[config.mk]
export PLATFORM = sky130hd
export DESIGN_NAME = iowin_decoder
export DESIGN_NICKNAME = d
export VERILOG_FILES = /design/src/rtl/iowin_pkg.sv /design/src/rtl/iowin_chan_sel.sv /design/src/rtl/iowin_match.sv /design/src/rtl/iowin_decoder.sv
export SDC_FILE = /design/constraint.sdc
export NUM_CORES = 1
export LEC_CHECK = 0
export CAP_MARGIN = 20
export CORE_ASPECT_RATIO = 0.9
export CORE_MARGIN = 2
export CORE_UTILIZATION = 41
export CTS_CLUSTER_SIZE = 40
export DETAILED_ROUTE_END_ITERATION = 12
export PLACE_DENSITY = 0.81
export SLEW_MARGIN = 10
export SYNTH_ARGS = -nofsm -noshare
export SYNTH_HDL_FRONTEND = slang
export SYNTH_HIERARCHICAL = 1
export SYNTH_SLANG_ARGS = --single-unit
[constraint.sdc]
create_clock -name clk -period 2.5 [get_ports clk]
set_input_delay 0.5 -clock clk [delete_from_list [all_inputs] [get_ports clk]]
set_output_delay 0.5 -clock clk [all_outputs]
set_load 0.01 [all_outputs]
[src/rtl/iowin_pkg.sv]
package iowin_pkg;

    localparam int ADDR_W      = 16;
    localparam int CMD_OFF_W   = 3;
    localparam int BM_ALIGN_W  = 4;
    localparam int CTL_ALIGN_W = 2;
    localparam int CTL_ADJ     = 2;

    typedef logic [ADDR_W-1:0] ioaddr_t;

    typedef enum logic [1:0] {
        WIN_CMD = 2'd0,
        WIN_CTL = 2'd1,
        WIN_BM  = 2'd2
    } win_kind_e;

    typedef struct packed {
        ioaddr_t cmd_base;
        ioaddr_t ctl_port;
        logic    en;
        logic    irq_native;
    } chan_map_t;

    typedef struct packed {
        logic                 hit;
        logic                 chan;
        win_kind_e            kind;
        logic [CMD_OFF_W-1:0] offs;
    } hit_t;

    localparam ioaddr_t COMPAT_CMD0 = 16'h01F0;
    localparam ioaddr_t COMPAT_CTL0 = 16'h03F6;
    localparam ioaddr_t COMPAT_CMD1 = 16'h0170;
    localparam ioaddr_t COMPAT_CTL1 = 16'h0376;

    function automatic ioaddr_t compat_cmd(input int ch);
        return (ch == 0) ? COMPAT_CMD0 : COMPAT_CMD1;
    endfunction

    function automatic ioaddr_t compat_ctl(input int ch);
        return (ch == 0) ? COMPAT_CTL0 : COMPAT_CTL1;
    endfunction

    function automatic ioaddr_t prog_cmd(input ioaddr_t raw);
        return {raw[ADDR_W-1:CMD_OFF_W], {CMD_OFF_W{1'b0}}};
    endfunction

    function automatic ioaddr_t prog_ctl(input ioaddr_t raw);
        return {raw[ADDR_W-1:CTL_ALIGN_W], {CTL_ALIGN_W{1'b0}}} + ioaddr_t'(CTL_ADJ);
    endfunction

    function automatic ioaddr_t bm_align(input ioaddr_t raw);
        return {raw[ADDR_W-1:BM_ALIGN_W], {BM_ALIGN_W{1'b0}}};
    endfunction

endpackage

[src/rtl/iowin_chan_sel.sv]
module iowin_chan_sel
    import iowin_pkg::*;
#(
    parameter int CH = 0
) (
    input  logic      native_i,
    input  logic      unlock_i,
    input  logic      decode_en_i,
    input  ioaddr_t   cmd_raw_i,
    input  ioaddr_t   ctl_raw_i,
    output chan_map_t map_o
);

    logic use_prog;

    always_comb begin
        use_prog         = native_i & unlock_i;
        map_o.cmd_base   = use_prog ? prog_cmd(cmd_raw_i) : compat_cmd(CH);
        map_o.ctl_port   = use_prog ? prog_ctl(ctl_raw_i) : compat_ctl(CH);
        map_o.en         = decode_en_i;
        map_o.irq_native = native_i;
    end

endmodule

[src/rtl/iowin_match.sv]
module iowin_match
    import iowin_pkg::*;
#(
    parameter int NUM_CH = 2
) (
    input  chan_map_t maps_i [NUM_CH],
    input  ioaddr_t   bm_base_i,
    input  logic      bm_en_i,
    input  logic      valid_i,
    input  ioaddr_t   addr_i,
    output hit_t      hit_o
);

    always_comb begin
        hit_o = '0;
        if (valid_i) begin
            // lowest priority first; later matches override
            if (bm_en_i && addr_i[ADDR_W-1:BM_ALIGN_W] == bm_base_i[ADDR_W-1:BM_ALIGN_W]) begin
                if (!addr_i[CMD_OFF_W] || NUM_CH > 1) begin
                    hit_o.hit  = 1'b1;
                    hit_o.chan = addr_i[CMD_OFF_W];
                    hit_o.kind = WIN_BM;
                    hit_o.offs = addr_i[CMD_OFF_W-1:0];
                end
            end
            for (int c = NUM_CH - 1; c >= 0; c--) begin
                if (maps_i[c].en && addr_i == maps_i[c].ctl_port) begin
                    hit_o.hit  = 1'b1;
                    hit_o.chan = 1'(c);
                    hit_o.kind = WIN_CTL;
                    hit_o.offs = '0;
                end
                if (maps_i[c].en &&
                    addr_i[ADDR_W-1:CMD_OFF_W] == maps_i[c].cmd_base[ADDR_W-1:CMD_OFF_W]) begin
                    hit_o.hit  = 1'b1;
                    hit_o.chan = 1'(c);
                    hit_o.kind = WIN_CMD;
                    hit_o.offs = addr_i[CMD_OFF_W-1:0];
                end
            end
        end
    end


    always_comb begin
        if (hit_o.hit === 1'b1 && hit_o.kind != WIN_BM)
            chan_enabled_chk: assert (maps_i[hit_o.chan].en === 1'b1);
    end

endmodule

[src/rtl/iowin_decoder.sv]
module iowin_decoder
    import iowin_pkg::*;
#(
    parameter int NUM_CH = 2
) (
    input  logic                clk,
    input  logic                rst,
    input  logic                io_space_en_i,
    input  logic [NUM_CH-1:0]   pif_native_i,
    input  logic                base_unlock_i,
    input  logic                sec_chan_en_i,
    input  logic [16*NUM_CH-1:0] cmd_raw_i,
    input  logic [16*NUM_CH-1:0] ctl_raw_i,
    input  logic [15:0]         bm_raw_i,
    input  logic                req_valid_i,
    input  logic [15:0]         req_addr_i,
    output logic [16*NUM_CH-1:0] cmd_base_o,
    output logic [16*NUM_CH-1:0] ctl_port_o,
    output logic [15:0]         bm_base_o,
    output logic [NUM_CH-1:0]   chan_en_o,
    output logic [NUM_CH-1:0]   irq_native_o,
    output logic                hit_o,
    output logic                hit_chan_o,
    output logic [1:0]          hit_kind_o,
    output logic [2:0]          hit_offs_o
);

    chan_map_t map_d [NUM_CH];
    chan_map_t map_q [NUM_CH];
    ioaddr_t   bm_base_q;
    logic      bm_en_q;
    hit_t      hit_d;
    hit_t      hit_q;

    for (genvar c = 0; c < NUM_CH; c++) begin : g_chan
        logic dec_en;
        if (c == 0) begin : g_pri
            assign dec_en = io_space_en_i;
        end else begin : g_sec
            assign dec_en = io_space_en_i & sec_chan_en_i;
        end

        iowin_chan_sel #(.CH(c)) i_sel (
            .native_i    (pif_native_i[c]),
            .unlock_i    (base_unlock_i),
            .decode_en_i (dec_en),
            .cmd_raw_i   (cmd_raw_i[16*c +: 16]),
            .ctl_raw_i   (ctl_raw_i[16*c +: 16]),
            .map_o       (map_d[c])
        );

        always_ff @(posedge clk) begin
            if (rst) map_q[c] <= '0;
            else     map_q[c] <= map_d[c];
        end

        assign cmd_base_o[16*c +: 16] = map_q[c].cmd_base;
        assign ctl_port_o[16*c +: 16] = map_q[c].ctl_port;
        assign chan_en_o[c]           = map_q[c].en;
        assign irq_native_o[c]        = map_q[c].irq_native;


        cmd_align_chk: assert property (@(posedge clk) disable iff (rst)
            cmd_base_o[16*c +: 3] == 3'b000);


        ctl_adjust_chk: assert property (@(posedge clk) disable iff (rst)
            !$past(rst) |-> ctl_port_o[16*c +: 2] == 2'b10);
    end

    always_ff @(posedge clk) begin
        if (rst) begin
            bm_base_q <= '0;
            bm_en_q   <= 1'b0;
        end else begin
            bm_base_q <= bm_align(bm_raw_i);
            bm_en_q   <= io_space_en_i;
        end
    end

    iowin_match #(.NUM_CH(NUM_CH)) i_match (
        .maps_i    (map_q),
        .bm_base_i (bm_base_q),
        .bm_en_i   (bm_en_q),
        .valid_i   (req_valid_i),
        .addr_i    (req_addr_i),
        .hit_o     (hit_d)
    );

    always_ff @(posedge clk) begin
        if (rst) hit_q <= '0;
        else     hit_q <= hit_d;
    end

    assign bm_base_o  = bm_base_q;
    assign hit_o      = hit_q.hit;
    assign hit_chan_o = hit_q.chan;
    assign hit_kind_o = hit_q.kind;
    assign hit_offs_o = hit_q.offs;


    bm_align_chk: assert property (@(posedge clk) disable iff (rst)
        bm_base_o[3:0] == 4'h0);


    irq_mode_chk: assert property (@(posedge clk) disable iff (rst)
        !$past(rst) |-> irq_native_o == $past(pif_native_i));


    hit_needs_req_chk: assert property (@(posedge clk) disable iff (rst)
        !$past(rst) && hit_o |-> $past(req_valid_i));


    idle_fields_chk: assert property (@(posedge clk) disable iff (rst)
        !hit_o |-> (hit_kind_o == 2'd0 && hit_offs_o == 3'd0 && !hit_chan_o));

endmodule

==> out/results.txt <==
run status -> finished, final reports clean
Final Slew Violations -> 0
# diodes -> 0
DIE HEIGHT -> 97.5 um
Area Overhead vs Synth -> 52.2%
WHS Endpoint -> bm_base_o[13]
Worst Min Path Start -> rst
worst-path cell chain -> clkdlybuf4s50_1 > xnor2_1 > nand4_1 > nor4_1 > buf_4 > nand3_1 > buf_4 > nand3_1 > o21a_1 > nor2b_1
worst-path fanout max -> 4
H-tree levels -> 3
DP HPWL -> 8740 um
cells after synthesis -> 400
CP endpoint kind -> register
CTS Buf Count -> 9
postcts setup bufs -> 0
FILL cells -> 820
first-pass GRT wire length -> 17500 um
Worst EP required -> 2.78 ns
PostCTS Resize Cnt -> 0
Clock Sinks -> 88
CP startpoint kind -> input port
CP Buf/Inv Count -> 3
met2 usage -> 0.372
Max transition margin -> 0.451
GR met3 Demand/Resource -> 0.0570
depth of the most critical reg-to-reg path -> 7
via count -> 3263
worst r2r src -> bm_base_o[7]
max-cap check violation count -> 0
first-pass detailed-route iteration total -> 4
Pwr Density -> 498 mW/mm^2
r2r setup slk -> 0.68 ns
period utilisation layout -> 0.897
Comb power frac -> 0.200
post-synth top area share -> 0.442
Core ar. -> 0.00957 sq mm
number of global-route vias before repair -> 3325
ANT nets after route -> 0
crit path DAT -> 2.52 ns
GPL Wtd Cong -> 0.819
Synth area leader -> dfxtp_1
Util after Layout -> 0.634
#FFs+latches synth -> 88
I/O Buffers -> 176
Initial Utilization -> 0.416
Skew-Pair Late Insertion Delay -> 0.35 ns
Hold Path Class -> input port to register
RSZ-0062 raised after global routing -> no
cts hold-fix bufs -> 0
register area share after synthesis -> 0.442
die outline width -> 108 um
Post-route DRC -> 0
clock share of power -> 0.301
initial DRC count -> 98
LEAKAGE -> 2.37 nW
worst flop-to-flop path endpoint -> hit_offs_o[1]
Fin. Hold Viols -> 0
# setup viols final -> 0
Switching Share -> 0.267
final instance area -> 0.00607 sq mm
sequential power share -> 0.499
critical path's slowest cell -> clkdlybuf4s50_1
Total Nets Final -> 684
clk root buf -> clkbuf_8
clk_skew -> 0.0110 ns
Hold Crit Depth -> 3
Crit path max-delay family -> buffers and inverters
total power -> 0.00302 W
min cycle time layout -> 2.24 ns
Area after DPL -> 0.00589 sq mm
DIE AREA -> 0.0105 sq mm
synth warn -> 6
Mapped Area -> 0.00399 sq mm
CP max stage delay -> 0.58 ns
DR vias/cell -> 4.59
CTS tree -> built
Total GRT Usage -> 0.219
Avg Cell Area, Syn -> 9.97 sq um
WS Path Type -> input port to register
Netlist cell types -> 28
P_int -> 0.00221 W
M1 GR Usage -> 0.273
Critical path origin -> req_addr_i[8]
I/O pins -> 195
worst vdd ir -> 0.330 mV
Setup WS post-layout -> 0.258 ns
Top Usage Layer GRT -> met2
pin count of the biggest net entering global routing -> 89
achievable frequency -> 446 MHz
Sw Pwr -> 0.000806 W
layout cell share with drive strength beyond 1 -> 0.0991
Reg clk slew, reported paths -> 0.10 ns
FP Rows -> 34
routed len/inst -> 16.0 um
DRT Wirelength -> 11400 um
dpl ws -> -0.0693 ns
total grt overflow -> 0
CTS Buffer Depth -> 2
Worst Max-Slew Pin Slew -> 0.820 ns
Area contributors post-synth -> dfxtp_1 (44%), nor2b_1 (14%), xnor2_1 (12%)
initial antenna violation count -> 0
[kinds of logic after synthesis]
kind of cell | count (synthesis) | synth area share
AO/OA/AOI/OAI | 8 | 0.0122
XOR/XNOR | 70 | 0.165
buffers and inverters | 49 | 0.0913
flip-flops | 88 | 0.442
other | 5 | 0.00471
AND/OR/NAND/NOR | 180 | 0.285
[state kept, by name (all words and copies together) (netlist names), 2 cells and up]
register / flops
ctl_port_o: 32
cmd_base_o: 32
irq_native_o: 2
chan_en_o: 2
bm_base_o: 12
hit_kind_o: 2
hit_offs_o: 3
[final cells by class]
| class | count | area [sq um] | area share |
|---|---|---|---|
| flip-flops and latches | 88 | 1760 | 0.290 |
| inverters | 1 | 3.75 | 0.000619 |
| repair buffers | 208 | 2070 | 0.342 |
| multi-input cells | 272 | 1890 | 0.312 |
| clock inverters | 7 | 52.6 | 0.00866 |
| clock buffers | 9 | 124 | 0.0204 |
| well taps | 126 | 158 | 0.0260 |
[Yosys cell counts, drive strengths merged]
master	count
dfxtp	88
nor2b	88
xnor2	62
buf	48
and3	33
nand3b	22
nand4	13
xor2	8
nand3	7
conb	5
nand2	5
a21oi	4
nor4	4
nor2	2
nor3	2
a31oi	1
and2	1
inv	1
nand2b	1
o21a	1
o21ai	1
o21ba	1
or2	1
or4	1
[stage by stage]
step	std cells	hold slack [ns]	setup TNS, ns
6_report	711	0.627	0
5_1_grt	711	0.646	0
4_1_cts	711	0.638	0
3_5_place_dp	695	0.757	-0.305
3_3_place_gp	695	0.748	-0.288
2_1_floorplan	409	0.628	0
[power groups by stage]
stage                     Clock, W  Sequential, W  Combinational, W
final                     0.000909        0.00151          0.000603
after detailed placement         0        0.00154          0.000604
after CTS                 0.000936        0.00151          0.000607
after floorplan                  0        0.00156          0.000260
after global routing      0.000997        0.00151          0.000645
after global placement           0        0.00154          0.000592
[per-layer routing]
metal | wire length [um] | vias up
met3 | 889 | 14
met2 | 5630 | 126
met4 | 125 | 0
met5 | 0 | -
met1 | 4750 | 1503
li1 | - | 1620
[worst max-delay path by stage]
| stage | end | cells after the start |
|---|---|---|
| global placement | hit_offs_o[0] | 8 |
| floorplan | hit_offs_o[0] | 8 |
| global route | hit_chan_o | 9 |
| detailed placement | hit_offs_o[1] | 8 |
| finish | hit_o | 10 |
| CTS | hit_offs_o[1] | 8 |
[worst min-delay path, delay by kind of cell]
family / cells / cell delay [ns]
AND/OR/NAND/NOR: 1 / 0.13
buffers and inverters: 2 / 0.31
[layout by cell type, fill, tap and decap left out, drive strengths merged, types with 7 or more instances in the layout]
cell / instances
and3: 33
buf: 33
clkbuf: 9
clkdlybuf4s50: 175
conb: 14
dfxtp: 88
nand3: 7
nand3b: 22
nand4: 13
nor2b: 88
xnor2: 62
xor2: 8
No activity file was read; power rests on OpenSTA's default activity.
